$ cat src/rtl/portirq_pkg.sv
package portirq_pkg;

  // Decoded side-effect commands for one bus cycle
  typedef struct packed {
    logic gen_off;  // read of control offset
    logic gen_on;   // write of control offset
    logic ack;      // write of acknowledge offset
  } bus_cmd_t;

endpackage

$ cat src/rtl/portirq_rstsync.sv
module portirq_rstsync #(
  parameter int STAGES = 2
) (
  input  logic clk,
  input  logic rst_n,
  output logic rst_no
);

  logic [STAGES-1:0] pipe_q;
  logic [STAGES-1:0] pipe_d;

  always_comb begin
    pipe_d = {pipe_q[STAGES-2:0], 1'b1};
  end

  always_ff @(posedge clk or negedge rst_n) begin
    if (!rst_n) pipe_q <= '0;
    else        pipe_q <= pipe_d;
  end

  assign rst_no = pipe_q[STAGES-1];

endmodule

$ cat src/rtl/portirq_sync.sv
module portirq_sync #(
  parameter int NUM_SRC = 2,
  parameter int STAGES  = 2
) (
  input  logic               clk,
  input  logic               rst_ni,
  input  logic [NUM_SRC-1:0] src_i,
  output logic [NUM_SRC-1:0] rise_o
);

  for (genvar i = 0; i < NUM_SRC; i++) begin : g_src
    logic [STAGES-1:0] chain_q;
    logic [STAGES-1:0] chain_d;
    logic              prev_q;
    logic              prev_d;

    always_comb begin
      chain_d = {chain_q[STAGES-2:0], src_i[i]};
      prev_d  = chain_q[STAGES-1];
    end

    always_ff @(posedge clk or negedge rst_ni) begin
      if (!rst_ni) begin
        chain_q <= '0;
        prev_q  <= 1'b0;
      end else begin
        chain_q <= chain_d;
        prev_q  <= prev_d;
      end
    end

    assign rise_o[i] = chain_q[STAGES-1] & ~prev_q;
  end

endmodule

$ cat src/rtl/portirq_decode.sv
module portirq_decode
  import portirq_pkg::*;
#(
  parameter int              ADDR_W   = 4,
  parameter logic [ADDR_W-1:0] CTRL_OFS = 4'hB,
  parameter logic [ADDR_W-1:0] ACK_OFS  = 4'hF
) (
  input  logic [ADDR_W-1:0] addr_i,
  input  logic              rd_i,
  input  logic              wr_i,
  output bus_cmd_t          cmd_o
);

  logic hit_ctrl;
  logic hit_ack;

  always_comb begin
    hit_ctrl      = (addr_i == CTRL_OFS);
    hit_ack       = (addr_i == ACK_OFS);
    cmd_o.gen_off = rd_i & hit_ctrl;
    cmd_o.gen_on  = wr_i & hit_ctrl;
    cmd_o.ack     = wr_i & hit_ack;
  end

endmodule

$ cat src/rtl/portirq_core.sv
module portirq_core
  import portirq_pkg::*;
(
  input  logic     clk,
  input  logic     rst_ni,
  input  bus_cmd_t cmd_i,
  input  logic     edge_any_i,
  output logic     gen_en_o,
  output logic     pend_o
);

  logic en_q, en_d;
  logic pend_q, pend_d;
  logic upd;

  // Next state: disable dominates, then edge over acknowledge
  always_comb begin
    en_d   = en_q;
    pend_d = pend_q;
    if (cmd_i.gen_off) begin
      en_d   = 1'b0;
      pend_d = 1'b0;
    end else begin
      if (cmd_i.gen_on) en_d = 1'b1;
      if (en_q && edge_any_i) pend_d = 1'b1;
      else if (cmd_i.ack)     pend_d = 1'b0;
    end
    upd = cmd_i.gen_off | cmd_i.gen_on | cmd_i.ack | edge_any_i;
  end

  always_ff @(posedge clk or negedge rst_ni) begin
    if (!rst_ni) begin
      en_q   <= 1'b0;
      pend_q <= 1'b0;
    end else if (upd) begin
      en_q   <= en_d;
      pend_q <= pend_d;
    end
  end

  assign gen_en_o = en_q;
  assign pend_o   = pend_q;

endmodule

$ cat src/rtl/edge_irq_ctrl.sv
module edge_irq_ctrl
  import portirq_pkg::*;
#(
  parameter int                NUM_SRC     = 2,
  parameter int                ADDR_W      = 4,
  parameter int                SYNC_STAGES = 2,
  parameter int                RST_STAGES  = 2,
  parameter logic [ADDR_W-1:0] CTRL_OFS    = 4'hB,
  parameter logic [ADDR_W-1:0] ACK_OFS     = 4'hF
) (
  input  logic               clk,
  input  logic               rst_n,
  input  logic [NUM_SRC-1:0] src_level,
  input  logic [ADDR_W-1:0]  bus_addr,
  input  logic               bus_rd,
  input  logic               bus_wr,
  output logic               irq_out
);

  logic               rst_int_n;
  logic [NUM_SRC-1:0] rise;
  logic               edge_any;
  bus_cmd_t           cmd;
  logic               gen_en;
  logic               pend;

  portirq_rstsync #(.STAGES(RST_STAGES)) u_rst (
    .clk    (clk),
    .rst_n  (rst_n),
    .rst_no (rst_int_n)
  );

  portirq_sync #(.NUM_SRC(NUM_SRC), .STAGES(SYNC_STAGES)) u_sync (
    .clk    (clk),
    .rst_ni (rst_int_n),
    .src_i  (src_level),
    .rise_o (rise)
  );

  assign edge_any = |rise;

  portirq_decode #(.ADDR_W(ADDR_W), .CTRL_OFS(CTRL_OFS), .ACK_OFS(ACK_OFS)) u_dec (
    .addr_i (bus_addr),
    .rd_i   (bus_rd),
    .wr_i   (bus_wr),
    .cmd_o  (cmd)
  );

  portirq_core u_core (
    .clk        (clk),
    .rst_ni     (rst_int_n),
    .cmd_i      (cmd),
    .edge_any_i (edge_any),
    .gen_en_o   (gen_en),
    .pend_o     (pend)
  );

  assign irq_out = pend;

endmodule

$ cat config.mk
export PLATFORM = sky130hd
export DESIGN_NAME = edge_irq_ctrl
export DESIGN_NICKNAME = d
export VERILOG_FILES = /design/src/rtl/portirq_pkg.sv /design/src/rtl/portirq_rstsync.sv /design/src/rtl/portirq_sync.sv /design/src/rtl/portirq_decode.sv /design/src/rtl/portirq_core.sv /design/src/rtl/edge_irq_ctrl.sv
export SDC_FILE = /design/constraint.sdc
export NUM_CORES = 1
export LEC_CHECK = 0
export BUFFER_PORTS_ARGS = -buffer_cell sky130_fd_sc_hd__clkbuf_2
export CORE_AREA = 4 4 41 43
export DETAILED_ROUTE_END_ITERATION = 8
export DIE_AREA = 0 0 45 47
export PLACE_DENSITY = 0.46
export SLEW_MARGIN = 20
export SYNTH_ARGS = -nofsm -noshare
export SYNTH_HDL_FRONTEND = slang
export SYNTH_SLANG_ARGS = --single-unit
$ cat constraint.sdc
create_clock -name clk -period 0.8 [get_ports clk]
set_input_delay 0.24 -clock clk [delete_from_list [all_inputs] [get_ports clk]]
set_output_delay 0.24 -clock clk [all_outputs]
set_load 0.02 [all_outputs]
==> key figures, run 1 <==
Run status
  – Status: complete, but fails checks
  – Failing checks: setup timing

STA
  – Clock Skew: 0.000651 ns
  – RSZ-0062 raised after global routing: true
  – Max Slew Vio Count: 0
  – Worst Setup Slack, final: -0.209 ns
  – Period utilization: 1.26
  – Worst hold slack: 0.0961 ns
  – Post-route minimum period: 1.01 ns
  – Final setup violation count: 2
  – Hold Vio Cnt, Final: 0
  – Highest Clock Rate: 0.991 GHz

Critical path
  – FF-to-FF path depth: 3
  – Crit-path slowest cell: dfrtp_1
  – Critical Path RT: 0.56 ns
  – R2R Setup Slk: -0.02 ns
  – Crit. End Element: output port
  – Crit path from: u_core.pend_o
  – CP cell instances: buf_6
  – Origin of the critical flop-to-flop path: u_sync.g_src[1].chain_q[1]
  – Worst-path fanout max: 2
  – Crit path max-delay family: flip-flops
  – Crit Path Class: flip-flop to output port
  – Max incr delay on CP: 0.39 ns
  – CP endpoint: irq_out
  – RR Endpoint: u_core.pend_o
  – Startpoint types: flip-flop
  – CP arrival: 0.77 ns
  – Critical path depth: 1
  – WP buf/inv: 1

Job
  – Max-Cap Viols: 0

Drt
  – Post-route DRC: 0
  – Routed vias: 216
  – Vias per cell: 4.15
  – TritonRoute pass-1 iters: 1
  – Initial DRC count: 0
  – WL final: 478 µm
  – Final antenna-violating net count: 0
  – Drt wl/cell: 9.19 µm

Yosys
  – Synth Area in Simple Gates: 0.143
  – Syn_area_per_cell: 14.7 µm²
  – Mux share of post-synthesis cell area: 0
  – Syn Nets: 32
  – Area of the mapped netlist: 324 µm²
  – Ranking of synthesized cells by area: dfrtp_1, nor2b_1, and4b_1, o21ai_0, a21oi_2
  – Synth unique cells: 11
  – Post-synthesis compound-gate area fraction: 0.0734
  – Largest family of logic cells by synthesized area: simple AND/OR/NAND/NOR gates
  – Synth area leader: dfrtp_1
  – Most numerous cell in the Yosys netlist: dfrtp_1
  – Post-synth top flop: dfrtp_1
  – Adder-Cell Fraction of Synth Area: 0
  – Synthesized flop and latch total: 10
  – Post-Syn Instances: 22
  – Synth warnings: 0
  – Most instantiated cells after synthesis: dfrtp_1, nor2b_1, o21ai_0
  – FFs w/ async S/R, synth: 1.00
  – Sequential share of the synthesized area: 0.772
  – Post-synth EDFFs: 0
  – Share of the synthesized area in the top cell type: 0.772
  – Synth Area in XOR/XNOR: 0

Pwr
  – Power density cells: 2260 nW/µm²
  – VDD IR max: 681 µV
  – Total power: 1.02 mW
  – Pleak: 0.217 nW

Floorplan
  – Chip height: 47 µm
  – Total core area: 1300 µm²
  – IO Count: 11
  – Rows: 13
  – Chip width: 45 µm
  – Initial Utilization: 0.249
  – DIE AREA: 2120 µm²

Clock tree
  – Root Buffer: clkbuf_4
  – TritonCTS Sinks: 10
  – Clk buf depth: 2
  – Clock Latency Late Sink: 0.25 ns
  – H-tree depth: 1
  – Clock slew at reported path FFs: 0.05 ns
  – CTS Buf Count: 3
  – CTS tree: built

Worst hold path
  – Hold path cells: 1
  – Worst Hold Class: input port to flip-flop

GRT
  – Total grt overflow: 0
  – Initial antenna violation count: 0
  – Largest net degree at the start of global routing: 9
  – First-pass GRT wire length: 834 µm
  – Gr usage total: 0.0593
  – Vias in the first global route: 217

Placed design
  – IO Port Bufs: 10
  – Placer congestion estimate: 0.788
  – HPWL Detailed: 412 µm

Final layout
  – Most frequent cells in the layout: dfrtp_1, clkbuf_2, clkbuf_4
  – # diodes: 0
  – Area Growth Syn to Fin: 39.0%
  – Fin nets: 49
  – Reg area: 250 µm²
  – Commonest non-fill, non-tap cell in the layout: dfrtp_1
  – Area of the multi-input gates: 85.1 µm²
  – Share of layout cells above drive strength 1: 0.514
  – Util after Layout: 0.346
  – Fillers: 137
==> through the flow <==
stage	setup slack, ns	cell area (µm²)	TNS, ns	cells
after floorplan	0.0123	324	0	22
after global placement	-0.0879	393	-0.175	47
after detailed placement	-0.118	393	-0.234	47
after CTS	-0.233	444	-0.259	52
after global routing	-0.238	450	-0.299	52
final	-0.209	450	-0.230	52
==> sequential cells by signal, summed over array words and instances, names as in the netlist <==
register,count
u_sync.g_src.chain_q,4
u_rst.pipe_q,2
u_sync.g_src.prev_q,2
u_core.gen_en_o,1
u_core.pend_o,1
==> where the power goes <==
group	internal (mW)	switching, mW	leakage [nW]
Sequential	0.551	0.0302	0.116
Combinational	0.0744	0.0579	0.0875
Clock	0.171	0.132	0.0138
Total	0.797	0.220	0.217
==> logic make-up after synthesis <==
kind of cell and after synthesis:
flip-flops 10, other 1, AND/OR/NAND/NOR 7, AO/OA/AOI/OAI 4
==> worst min-delay path by stage <==
stage | from | end
6_report | src_level[0] | u_sync.g_src[0].chain_q[0]
5_1_grt | src_level[0] | u_sync.g_src[0].chain_q[0]
4_1_cts | src_level[0] | u_sync.g_src[0].chain_q[0]
3_5_place_dp | rst_n | u_rst.pipe_q[1]
3_3_place_gp | rst_n | u_rst.pipe_q[0]
2_1_floorplan | rst_n | u_rst.pipe_q[0]
==> repair_timing <==
action	4_1_cts	5_1_grt
hold buffers	1	0
setup endpoints to repair	2	2
setup buffers	1	0
hold endpoints to repair	2	0
pin swaps	2	0
resized for setup	3	3
==> cell type report <==
class                   instances  share of cell area
flip-flops and latches         10               0.556
multi-input cells              12               0.189
repair buffers                 12               0.164
clock buffers                   3              0.0500
well taps                      15              0.0417
==> metal layers <==
metal	wire, µm	global-route usage
met2	228	0.0819
met5	0	0
met3	60	0.0230
met4	0	0.0526
met1	188	0.0713
Note: power is estimated with default switching activity, not from simulation.
==> run 2, diff against run 1 <==
--- a/config.mk
+++ b/config.mk
@@ -9,7 +9,7 @@
 export CORE_AREA = 4 4 41 43
 export DETAILED_ROUTE_END_ITERATION = 8
 export DIE_AREA = 0 0 45 47
-export PLACE_DENSITY = 0.46
+export PLACE_DENSITY = 0.49
 export SLEW_MARGIN = 20
 export SYNTH_ARGS = -nofsm -noshare
 export SYNTH_HDL_FRONTEND = slang
==> run 2 against run 1 <==
The run still ends with setup timing left; non-clock buffer count fell by 1; sequential share of layout area fell by 0.76 points; sequential cell count did not move; critical path depth did not move; sequential power barely moved; clock power rose by 44%; global-route usage rose by 0.81 points; setup slack got worse by 0.012 ns; clock skew rose by 0.0018 ns; combinational power barely moved; largest power group unchanged.
==> key figures, run 2 (synthesized netlist as in run 1, its figures left out) <==
Pwr
  – Pleak: 0.220 nW
  – Power density cells: 2510 nW/µm²
  – VDD IR max: 886 µV

Drt
  – Final antenna-violating net count: 0
  – Post-route DRC: 0
  – Vias per cell: 4.04
  – Drt wl/cell: 10.1 µm
  – WL final: 524 µm
  – Routed vias: 210
  – TritonRoute pass-1 iters: 1
  – Initial DRC count: 0

Floorplan
  – IO Count: 11
  – Initial Utilization: 0.249
  – Total core area: 1300 µm²
  – DIE AREA: 2120 µm²
  – Chip height: 47 µm
  – Rows: 13
  – Chip width: 45 µm

Clock tree
  – H-tree depth: 1
  – Clock slew at reported path FFs: 0.06 ns
  – Root Buffer: clkbuf_4
  – TritonCTS Sinks: 10
  – CTS tree: built
  – Clk buf depth: 2
  – CTS Buf Count: 3
  – Clock Latency Late Sink: 0.26 ns

Critical path
  – WP buf/inv: 1
  – R2R Setup Slk: -0.02 ns
  – Origin of the critical flop-to-flop path: u_sync.g_src[1].chain_q[1]
  – Critical Path RT: 0.56 ns
  – Critical path depth: 1
  – RR Endpoint: u_core.pend_o
  – Crit Path Class: flip-flop to output port
  – Worst-path fanout max: 2
  – CP cell instances: buf_6
  – Max incr delay on CP: 0.39 ns
  – CP endpoint: irq_out
  – CP arrival: 0.78 ns
  – Crit path max-delay family: flip-flops
  – Startpoint types: flip-flop
  – Crit. End Element: output port
  – Crit path from: u_core.pend_o
  – FF-to-FF path depth: 3
  – Crit-path slowest cell: dfrtp_1

STA
  – Highest Clock Rate: 0.980 GHz
  – Period utilization: 1.28
  – Post-route minimum period: 1.02 ns
  – Sum of negative setup slack: -0.241 ns
  – Worst Setup Slack, final: -0.221 ns
  – Final setup violation count: 2
  – RSZ-0062 raised after global routing: true
  – Max Slew Vio Count: 0
  – Hold Vio Cnt, Final: 0
  – Clock Skew: 0.00250 ns

Placed design
  – Placer congestion estimate: 0.726
  – IO Port Bufs: 10
  – HPWL Detailed: 430 µm
  – Post-DP Area: 393 µm²

Final layout
  – Share of layout cells above drive strength 1: 0.514
  – Area of the multi-input gates: 85.1 µm²
  – Commonest non-fill, non-tap cell in the layout: dfrtp_1
  – Top flop regs: u_sync.g_src.chain_q (4), u_rst.pipe_q (2), u_sync.g_src.prev_q (2)
  – Area Growth Syn to Fin: 40.9%
  – # diodes: 0
  – Fin nets: 48
  – Most flop-heavy register: u_sync.g_src.chain_q
  – Fillers: 137
  – Design area: 457 µm²
  – Reg area: 250 µm²
  – Most frequent cells in the layout: dfrtp_1, clkbuf_2, clkbuf_4
  – Max reg flops: 4

Run status
  – Failing checks: setup timing
  – Status: complete, but fails checks

GRT
  – Total grt overflow: 0
  – First-pass GRT wire length: 917 µm
  – Largest net degree at the start of global routing: 9
  – Gr usage total: 0.0675
  – Vias in the first global route: 221
  – Initial antenna violation count: 0

Worst hold path
  – Worst Hold Class: input port to flip-flop

Job
  – Max-Cap Viols: 0
[run 2: how the worst min path moves through the flow]
stage / startpoint / to / cells after the start
final: src_level[1] / u_sync.g_src[1].chain_q[0] / 1
after global routing: src_level[1] / u_sync.g_src[1].chain_q[0] / 1
after CTS: src_level[0] / u_sync.g_src[0].chain_q[0] / 1
after detailed placement: rst_n / u_rst.pipe_q[1] / 1
after global placement: rst_n / u_rst.pipe_q[1] / 1
after floorplan: rst_n / u_rst.pipe_q[0] / 0
[run 2: layer usage]
layer,GRT usage,part of all wire
met1,0.0716,0.36
met2,0.0904,0.49
met3,0.0383,0.15
met4,0.0702,0
met5,0,0
[run 2: final cells by class]
class | count | area share
clock buffer | 4 | 0.0795
multi-input combinational | 12 | 0.186
sequential | 10 | 0.548
tap | 15 | 0.0411
timing repair buffer | 11 | 0.145
[run 2: through the flow]
stage                     power (mW)   util  hold slack [ns]  worst slack (ns)  std cells
after floorplan                0.640      -          -0.0556            0.0123         22
after global placement         0.686  0.302           0.0262           -0.0890         47
after detailed placement       0.693  0.302           0.0274            -0.109         47
after CTS                       1.16  0.346           0.0700            -0.247         52
after global routing            1.21  0.351           0.0679            -0.260         52
final                           1.15  0.351           0.0848            -0.221         52
[run 2: where the power goes]
part / total, mW / leakage [nW] / internal [mW] / switching, mW
Sequential: 0.582 / 0.116 / 0.551 / 0.0311
Combinational: 0.129 / 0.0827 / 0.0715 / 0.0571
Clock: 0.437 / 0.0210 / 0.276 / 0.161
Total: 1.15 / 0.220 / 0.898 / 0.250
[run 2: what timing repair did]
item                                   in CTS  in global routing
setup endpoints to repair                   2                  2
endpoints found under the hold margin       2                  0
hold buffers                                1                  0
setup buffers                               0                  0
gates resized for setup                     3                  3
pin swaps                                   2                  0
